===== src/rtl/cell_bus_port.sv =====
module cell_bus_port #(
  parameter int FRAME_LEN = 16,
  parameter int AW = 5,
  parameter int DW = 32
) (
  input  logic          clk,
  input  logic          rst_n,
  input  logic [AW-1:0] unit_addr_n,
  input  logic          inhibit,
  input  logic          frame_sync_n,
  input  logic [DW-1:0] bus_in,
  output logic [DW-1:0] bus_out,
  output logic [DW-1:0] bus_oe,
  input  logic          tx_pending,
  input  logic [DW-1:0] tx_word,
  output logic          tx_rd,
  input  logic          rx_full,
  output logic          rx_we,
  output logic [DW-1:0] rx_data,
  output logic          ack_n
);
  localparam int CW = $clog2(FRAME_LEN);
  localparam int LAST_WORD = FRAME_LEN - 2;
  localparam int GRANT_AT = FRAME_LEN - 1;
  localparam int FLAG = AW;

  logic [AW-1:0] own;
  logic [CW-1:0] phase_q, cur;
  logic          locked, req_cyc, body, first, grant_cyc;
  logic          req_q, tx_frame, busy_q, hit_q, ack_q;
  logic          req_drive, tx_act, hit_now;
  logic [DW-1:0] pair_mask;

  assign own       = ~unit_addr_n;
  assign req_cyc   = ~frame_sync_n;
  assign cur       = req_cyc ? '0 : phase_q;
  assign body      = locked && !req_cyc && cur != '0 && cur <= CW'(LAST_WORD);
  assign first     = locked && !req_cyc && cur == CW'(1);
  assign grant_cyc = locked && !req_cyc && cur == CW'(GRANT_AT);
  assign pair_mask = DW'(3) << {own[AW-2:0], 1'b0};

  assign req_drive = req_cyc && tx_pending && !inhibit && !tx_frame;
  assign tx_act    = tx_frame && body && !inhibit;
  assign hit_now   = busy_q && (bus_in[FLAG] || bus_in[AW-1:0] == own);

  assign bus_out = tx_act ? tx_word : (req_drive ? pair_mask : '0);
  assign bus_oe  = tx_act ? '1 : (req_drive ? pair_mask : '0);
  assign tx_rd   = tx_act;
  assign rx_data = bus_in;
  assign rx_we   = body && !rx_full && (first ? hit_now : hit_q);
  assign ack_n   = !(req_cyc && ack_q && !inhibit);

  always_ff @(posedge clk) begin
    if (!rst_n) begin
      locked   <= 1'b0;
      phase_q  <= '0;
      req_q    <= 1'b0;
      tx_frame <= 1'b0;
      busy_q   <= 1'b0;
      hit_q    <= 1'b0;
      ack_q    <= 1'b0;
    end else begin
      phase_q <= cur + CW'(1);
      if (req_cyc) begin
        locked <= 1'b1;
        req_q  <= req_drive;
        ack_q  <= 1'b0;
      end
      if (first) begin
        hit_q <= hit_now;
        if (busy_q && !bus_in[FLAG] && bus_in[AW-1:0] == own) ack_q <= 1'b1;
      end
      if (grant_cyc) begin
        busy_q   <= bus_in[FLAG];
        tx_frame <= bus_in[FLAG] && bus_in[AW-1:0] == own && req_q;
        hit_q    <= 1'b0;
      end
    end
  end
endmodule



===== config.mk =====
export PLATFORM = sky130hd
export DESIGN_NAME = cell_bus_port
export DESIGN_NICKNAME = d
export VERILOG_FILES = /design/src/rtl/cell_bus_port.sv
export SDC_FILE = /design/constraint.sdc
export NUM_CORES = 1
export LEC_CHECK = 0
export ABC_AREA = 0
export CAP_MARGIN = 20
export CORE_MARGIN = 1.5
export CORE_UTILIZATION = 27
export DETAILED_ROUTE_END_ITERATION = 16
export GPL_TIMING_DRIVEN = 0
export PLACE_DENSITY = 0.83
export SYNTH_ARGS = -nofsm -noshare
export SYNTH_HDL_FRONTEND = slang
export SYNTH_SLANG_ARGS = --single-unit

===== constraint.sdc =====
create_clock -name clk -period 3.72 [get_ports clk]
set_clock_uncertainty 0.2 [all_clocks]
set_input_delay 1.116 -clock clk [delete_from_list [all_inputs] [get_ports clk]]
set_output_delay 1.116 -clock clk [all_outputs]
set_load 0.01 [all_outputs]

Word-level counts from Yosys, hierarchy flattened
Cells that the tools add are included.
{"block": "op_classes", "n_eq_ne": 3, "bitwise": 3, "mux": 8, "shift": 1, "order_cmp": 1, "add_sub_neg": 1, "n_reduce_logical": 27}
{"cell": "two-way mux 32 bit", "count": 3}
{"cell": "<< shifter 2 x 5 -> 32 bit (first input constant)", "count": 1}
{"cell": "logical AND 1 bit", "count": 19}
{"cell": "equality test 5 bit", "count": 1}
{"cell": "logical NOT 1 bit", "count": 5}
{"cell": "NOT 5 bit", "count": 1}
{"cell": "adder 4 x 1 -> 4 bit (second input constant)", "count": 1}
{"cell": "equality test 4 x 1 -> 1 bit (second input constant)", "count": 1}
{"cell": "equality test 4 bit (second input constant)", "count": 1}
{"cell": "less-or-equal comparator 4 bit (second input constant)", "count": 1}
{"cell": "two-way mux 1 bit", "count": 4}
{"cell": "two-way mux 4 bit", "count": 1}
{"cell": "nonzero test 4 bit", "count": 1}
{"cell": "NOT 1 bit", "count": 2}
{"cell": "OR reduction 2 bit", "count": 1}
{"cell": "logical OR 1 bit", "count": 1}
{"block": "totals", "out_inout_bits": 99, "in_bits": 75, "word_cells": 51, "regBits": 10}

Logic depth before layout (Yosys ltp)
Gate-level depths: netlist of run 1.
{"block": "logic_depth", "word_depth": 7, "ltp_mapped": 7, "ltp_nobuf": 5}

Worst setup path after synthesis of run 1
OpenSTA, ideal clock, no wires.
{"block": "synth_timing", "path_type": "input to output", "from": "in frame_sync_n", "to": "out bus_oe[27]", "required_ns": 2.404, "cell_stages": 6, "t_arrival_ns": 2.630, "n_path_buf": 3, "path_slack_ns": -0.226, "cell_sequence": "buf_6 > nor4b_4 > or3b_1 > buf_6 > o21ai_0 > buf_4"}
{"block": "synth_via", "elab_chain_cells": 7, "elab_cells_between_ends": 14, "cone_classes": "1 x order compare; 3 x mux; 1 x bitwise; 9 x reduce/logical"}
{"element": "start: declaration", "line": "10", "rtl": "input logic frame_sync_n,"}
{"element": "branches (longest 6 deep; another with less-or-equal comparator 4 bit)"}
{"element": "two-way mux 32 bit *", "line": "47", "rtl": "assign bus_oe = tx_act ? '1 : (req_drive ? pair_mask : '0);"}
{"element": "end: declaration", "line": "13", "rtl": "output logic [DW-1:0] bus_oe,"}
Every way passes the cells marked *.

Worst setup path after layout of run 1
{"block": "layout_timing", "from": "in inhibit", "to": "out bus_oe[25]"}
{"block": "layout_via", "elab_chain_cells": 5, "elab_cells_between_ends": 6, "cone_classes": "2 x mux; 4 x reduce/logical"}
{"element": "start: declaration", "line": "9", "rtl": "input logic inhibit,"}
{"element": "logical NOT 1 bit *", "line": "42, 43"}
{"element": "logical AND 1 bit (2 in series)", "line": "42", "rtl": "assign req_drive = req_cyc && tx_pending && !inhibit && !tx_frame;"}
{"element": "two-way mux 32 bit", "line": "47"}
{"element": "two-way mux 32 bit *", "line": "47"}
Mark *: on every way between the ends. The rest lies on a longest branch, timed or not.

==> impl_metrics.csv, run 1 <==
group,metric,value,unit
floorplan,coreArea,5075,um^2
timing,worst_pin_slew,742.9,ps
clock_network,htree_levels,1,
yosys,synth_edf_count,0,
clock_network,clock_sinks,10,
power,p_sw,121.6,uW
critical_path,crit_path_end_kind,"output pin",
floorplan,die_h,75.49,um
place,port_buffers,144,
drt,ant_nets,0,
yosys,ys_seq_elements,10,
cells_and_area,drive_gt1_share,53.83,%
global_routing,grt_max_degree,9,
clock_network,cts_tree,"done",
timing,setup_ws,-176.1,ps
power,peakVddDrop,0.0001405,V
drt,routed_wl,7041,um
critical_path,cp_max_fo,7,
global_routing,grt_pass1_wl,8673,um
power,p_int,326.8,uW
timing,final_max_slew_viol_count,0,
timing,hold_viol,0,
floorplan,fp.dieW,75.49,um
timing,finalCritPeriodShare,104.7,%
drt,drt-pass1-iter-count,6,
cells_and_area,n_fill_cell,388,
yosys,synth_nets,270,
power,p_comb_share,44.0,%
clock_network,cts.reportedPaths.clkPinSlew,50,ps
global_routing,grt_usage,19.45,%
clock_network,clkLatencyLatePin,240,ps
global_routing,gr-total-overflow,0,
cells_and_area,final_cell_area,3551,um^2
drt,wl_per_cell,15.68,um
drt,drc_errors,0,
drt,num_vias,2081,
place,hpwl,4631,um
power,power_switching_share,27.12,%
yosys,netlist_area,1419,um^2
floorplan,io_pins,174,
global_routing,antenna_found_initial,0,
timing,rsz0062_at_grt,"yes",
timing,setup_violations,50,
timing,clock.fmax,0.2567,GHz
job,drv_cap,0,
critical_path,arrival,2580,ps
floorplan,initial_core_util,27.96,%
yosys,syn_inst,195,
cells_and_area,syn2layout_area_growth,150.3,%
yosys,syn_area_per_cell,7.276,um^2
floorplan,rows,26,
power,p_total,448.4,uW
timing,relSlewSlack,50.35,%
yosys,ys.flop_type,"dfxtp_1",
worst_hold_path,worstHoldPathType,"flop to flop",
cells_and_area,num_antenna_cells,0,
power,seq_power_share,25.3,%
status,status,"finished, violations left",
status,failed_checks,"setup timing",
floorplan,dieArea,5699,um^2
critical_path,startpoint_type,"primary input",
yosys,seq_area_frac_synth,14.11,%
drt,vias_per_cell,4.635,
cells_and_area,final_common_cell,"clkdlybuf4s50_1",
global_routing,grt_pass1_vias,1888,
critical_path,crit_type,"primary input to output pin",
timing,tns,-4365,ps
cells_and_area,mostFrequentLayoutCells,"clkdlybuf4s50_1, buf_6, buf_4",
power,leakage,0.001895,uW
yosys,yosysUniqueCellTypes,35,
cells_and_area,nets,455,
timing,min_period,3896,ps
drt,drt_iter0_drc,70,
yosys,synth_warnings,0,
yosys,async_flop_share,0,%
clock_network,clockBufferDepth,2,
place,placed_area,2954,um^2
power,pwr-share-clk,30.7,%
critical_path,cp.required,2400,ps
clock_network,cts_buffers,3,
clock_network,root_buffer,"clkbuf_8",
place,gp_congestion,0.8869,
power,cellPowerDensity,126.3,nW/um^2
==> metal layers <==
layer | GRT usage, % | wire [um] | vias up | share of wire, %
met5 | 0 | 0 | - | 0
met4 | 5.952 | 138 | 0 | 2.0
met3 | 3.307 | 471 | 12 | 6.7
met2 | 40.45 | 3940 | 97 | 56
met1 | 19.11 | 2490 | 986 | 35
li1 | - | - | 986 | -
==> cells by family (layout without fill, tap and decap cells) <==
kind of cell              Yosys count  in the layout  synth area share, %
AOI/OAI and AO/OA                  53             53                24.25
xor gates and xnor gates            8              8                4.938
buffers and inverters              60            244                31.30
DFF                                10             10                14.11
muxes                               1              1               0.7055
and+or+nand+nor                    63             63                24.69
==> final timing paths <==
kind | from | to | slack, ps | cells after the start
hold / removal | req_q | req_q | 280 | 2
setup reg to reg | phase_q[0] | ack_q | 1970 | 4
hold reg to reg | req_q | req_q | 280 | 2
setup / recovery | inhibit | bus_oe[25] | -180 | 7
==> worst max-delay path, cell delays in order <==
cell and delay, ps:
buf_8 100, nor4b_4 320, or3b_4 500, buf_4 180, o21ai_4 160, buf_6 120, buf_6 90
==> synthesized netlist by cell type (2+ instances only) <==
cell type	number	area share, %
nor3_1	4	1.4
o21ai_0	15	5.3
a21o_1	30	16
or2_2	2	0.88
a21oi_1	4	1.4
o21ai_1	2	0.71
buf_6	5	4.0
buf_4	48	25
xnor2_1	5	3.1
xor2_1	3	1.9
nor2_1	17	4.5
and3_1	2	0.88
nand3_1	4	1.4
dfxtp_1	10	14
nand2b_1	4	1.8
nand3b_1	2	1.1
inv_1	3	0.79
nand2_1	15	4.0
nor4_1	4	1.8
==> power groups by stage <==
stage                     Sequential [uW]  Combinational, uW  Clock, uW
after floorplan                       115               68.0          0
final                                 114                197        138
after CTS                             114                182        141
after global placement                115                166          0
after global routing                  114                209        150
after detailed placement              116                169          0
==> metrics by stage <==
step	utilization (%)	worst slack [ps]	hold WS [ps]	std cells
2_1_floorplan	-	-46.62	247.7	195
3_3_place_gp	58.21	-1130	256.8	409
3_5_place_dp	58.21	-1136	268.3	409
4_1_cts	63.63	-210.3	285.6	439
5_1_grt	69.97	-253.5	317.4	449
6_report	69.97	-176.1	280.9	449
==> repair_timing <==
| action | 4_1_cts | 5_1_grt |
|---|---|---|
| resized for setup | 347 | 65 |
| pin swaps | 24 | 19 |
| endpoints found under the setup margin | 66 | 59 |
| buffers inserted | 22 | 11 |
| gates cloned | 4 | 0 |
| hold buffers | 0 | 0 |
==> sequential cells by signal, indices dropped and copies added (netlist names) <==
register and flops:
phase_q 4, ack_q 1, busy_q 1, hit_q 1
locked 1, req_q 1, tx_frame 1
==> cell type report <==
cell class / instances / area, um^2 / area share, %
plain buffers: 55 / 480.5 / 13.53
clock buffers: 4 / 55.05 / 1.550
inverters: 4 / 22.52 / 0.6342
multi-input cells: 125 / 1026 / 28.89
flip-flops and latches: 10 / 200.2 / 5.638
well taps: 70 / 87.58 / 2.467
repair buffers: 181 / 1679 / 47.29
No activity file was read; power rests on OpenSTA's default activity.
==> inputs of run 2 (changes only) <==
- CORE_UTILIZATION: 27 -> 29
- PLACE_DENSITY: 0.83 -> 0.88
- clock period: 3.72 -> 4.9 ns (I/O delays scaled with it)
==> impl_metrics.csv, run 2 (synthesis gave the netlist of run 1 again) <==
group,metric,value,unit
status,status,"completed",
clock_network,cts.reportedPaths.clkPinSlew,40,ps
worst_hold_path,holdCritStartpoint,"req_q",
cells_and_area,num_antenna_cells,0,
place,port_buffers,144,
drt,drt-pass1-iter-count,4,
critical_path,critPathLaunch,"inhibit",
critical_path,cp_slowest_cell,"or4_4",
floorplan,fp.dieW,72.95,um
critical_path,cp.required,3230,ps
cells_and_area,syn2layout_area_growth,116.1,%
place,gp_congestion,0.8334,
timing,clock.fmax,0.2068,GHz
global_routing,grt_pass1_wl,8114,um
drt,routed_wl,5531,um
worst_hold_path,worstHoldPathType,"flop to flop",
critical_path,timing.rr.end,"hit_q",
job,drv_cap,0,
timing,worst_pin_slew,551.4,ps
floorplan,initial_core_util,30.04,%
global_routing,grt_usage,19.49,%
floorplan,coreArea,4723,um^2
power,peakVddDrop,0.0001311,V
place,hpwl,4544,um
cells_and_area,n_fill_cell,428,
clock_network,cts_tree,"done",
clock_network,root_buffer,"clkbuf_8",
clock_network,cts_buffers,3,
place,place_ws,-575.2,ps
timing,relSlewSlack,63.24,%
drt,num_vias,1904,
drt,ant_nets,0,
timing,finalCritPeriodShare,98.68,%
global_routing,grt_max_degree,11,
cells_and_area,largest_reg_flops,4,
timing,hold_viol,0,
drt,vias_per_cell,4.523,
drt,drt_iter0_drc,56,
timing,setup_violations,0,
clock_network,clkLatencyLatePin,240,ps
power,cellPowerDensity,98.52,nW/um^2
critical_path,crit_path_end_kind,"output pin",
cells_and_area,fin_util,64.93,%
cells_and_area,nets,431,
global_routing,antenna_found_initial,0,
critical_path,startpoint_type,"primary input",
floorplan,rows,25,
clock_network,clock_sinks,10,
floorplan,dieArea,5321,um^2
critical_path,reg2reg_from,"phase_q[0]",
drt,drc_errors,0,
critical_path,cp_max_fo,6,
global_routing,gr-total-overflow,0,
clock_network,htree_levels,1,
cells_and_area,drive_gt1_share,26.55,%
power,leakage,0.001843,uW
critical_path,crit_type,"primary input to output pin",
timing,min_period,4836,ps
drt,wl_per_cell,13.14,um
timing,final_max_slew_viol_count,0,
cells_and_area,final_common_cell,"clkdlybuf4s50_1",
critical_path,r2r_slack,3180,ps
global_routing,grt_pass1_vias,1744,
cells_and_area,regMostFlops,"phase_q",
floorplan,die_h,72.95,um
timing,rsz0062_at_grt,"no",
timing,setup_ws,64.46,ps
critical_path,arrival,3170,ps
critical_path,slowest_delay,570,ps
floorplan,io_pins,174,
critical_path,crit_end,"bus_oe[22]",
cells_and_area,mostFrequentLayoutCells,"clkdlybuf4s50_1, buf_4, dlygate4sd2_1",
critical_path,r2r_cells,4,
critical_path,worstPathCellList,"clkdlybuf4s15_2 -> nand2b_1 -> or4_4 -> inv_6 -> or2_2 -> clkdlybuf4s50_1",
clock_network,ctsHoldBuffers,0,
clock_network,clockBufferDepth,2,
==> run 2: cell types whose count changed in the layout (fill, tap and decap cells not counted), sizes merged <==
cell	previous run	this run
clkbuf	6	5
clkdlybuf4s50	70	76
dlygate4sd2	4	59
dlymetal6s2s	1	2
buf	155	71
clkdlybuf4s15	4	2
==> run 2: timing repair <==
action | in CTS | in global routing
setup endpoints to repair | 66 | 14
pin swaps | 10 | 3
cloned | 0 | 0
buffers inserted | 10 | 2
gates resized for setup | 100 | 6
==> run 2: per-stage QoR <==
step | hold slack (ps) | std cells | power [uW] | setup TNS (ps) | area [um^2]
4_1_cts | 287.9 | 419 | 303.4 | 0 | 3055
3_3_place_gp | 258.8 | 406 | 213.3 | -29310 | 2944
2_1_floorplan | 247.7 | 195 | 138.5 | 0 | 1419
6_report | 284.7 | 421 | 302.1 | 0 | 3067
3_5_place_dp | 281.6 | 406 | 215.5 | -30420 | 2944
5_1_grt | 311.2 | 421 | 318.5 | 0 | 3067
==> run 2: power breakdown <==
group | switching [uW] | total, uW | internal [uW]
Combinational | 45.6 | 132 | 86.0
Sequential | 2.54 | 86.3 | 83.7
Clock | 30.6 | 84.2 | 53.6
Total | 78.7 | 302 | 223
==> run 2: layout make-up <==
cell class	count	area, um^2	area share, %
plain buffers	56	436.7	14.24
clock buffers	3	41.29	1.346
inverters	4	20.02	0.6528
multi-input cells	125	837.1	27.29
flip-flops and latches	10	200.2	6.528
well taps	67	83.83	2.734
repair buffers	156	1448	47.21
==> run 2: worst min-delay path by stage <==
| stage | endpoint | slack (ps) | depth (start not counted) |
|---|---|---|---|
| 6_report | req_q | 280 | 2 |
| 5_1_grt | locked | 310 | 2 |
| 4_1_cts | locked | 290 | 2 |
| 3_5_place_dp | locked | 280 | 2 |
| 3_3_place_gp | locked | 260 | 2 |
| 2_1_floorplan | locked | 250 | 2 |
==> run 2: critical path: cells and delay by family <==
family / cells / cell delay (ps)
buffers and inverters: 3 / 840
AND/OR/NAND/NOR: 3 / 840
==> run 2: layer usage <==
layer,vias up,GRT usage (%),part of all wire [%]
met5,-,0,0
met4,0,10.69,3.6
li1,936,-,-
met3,14,2.624,6.6
met2,88,37.21,54
met1,866,20.30,35
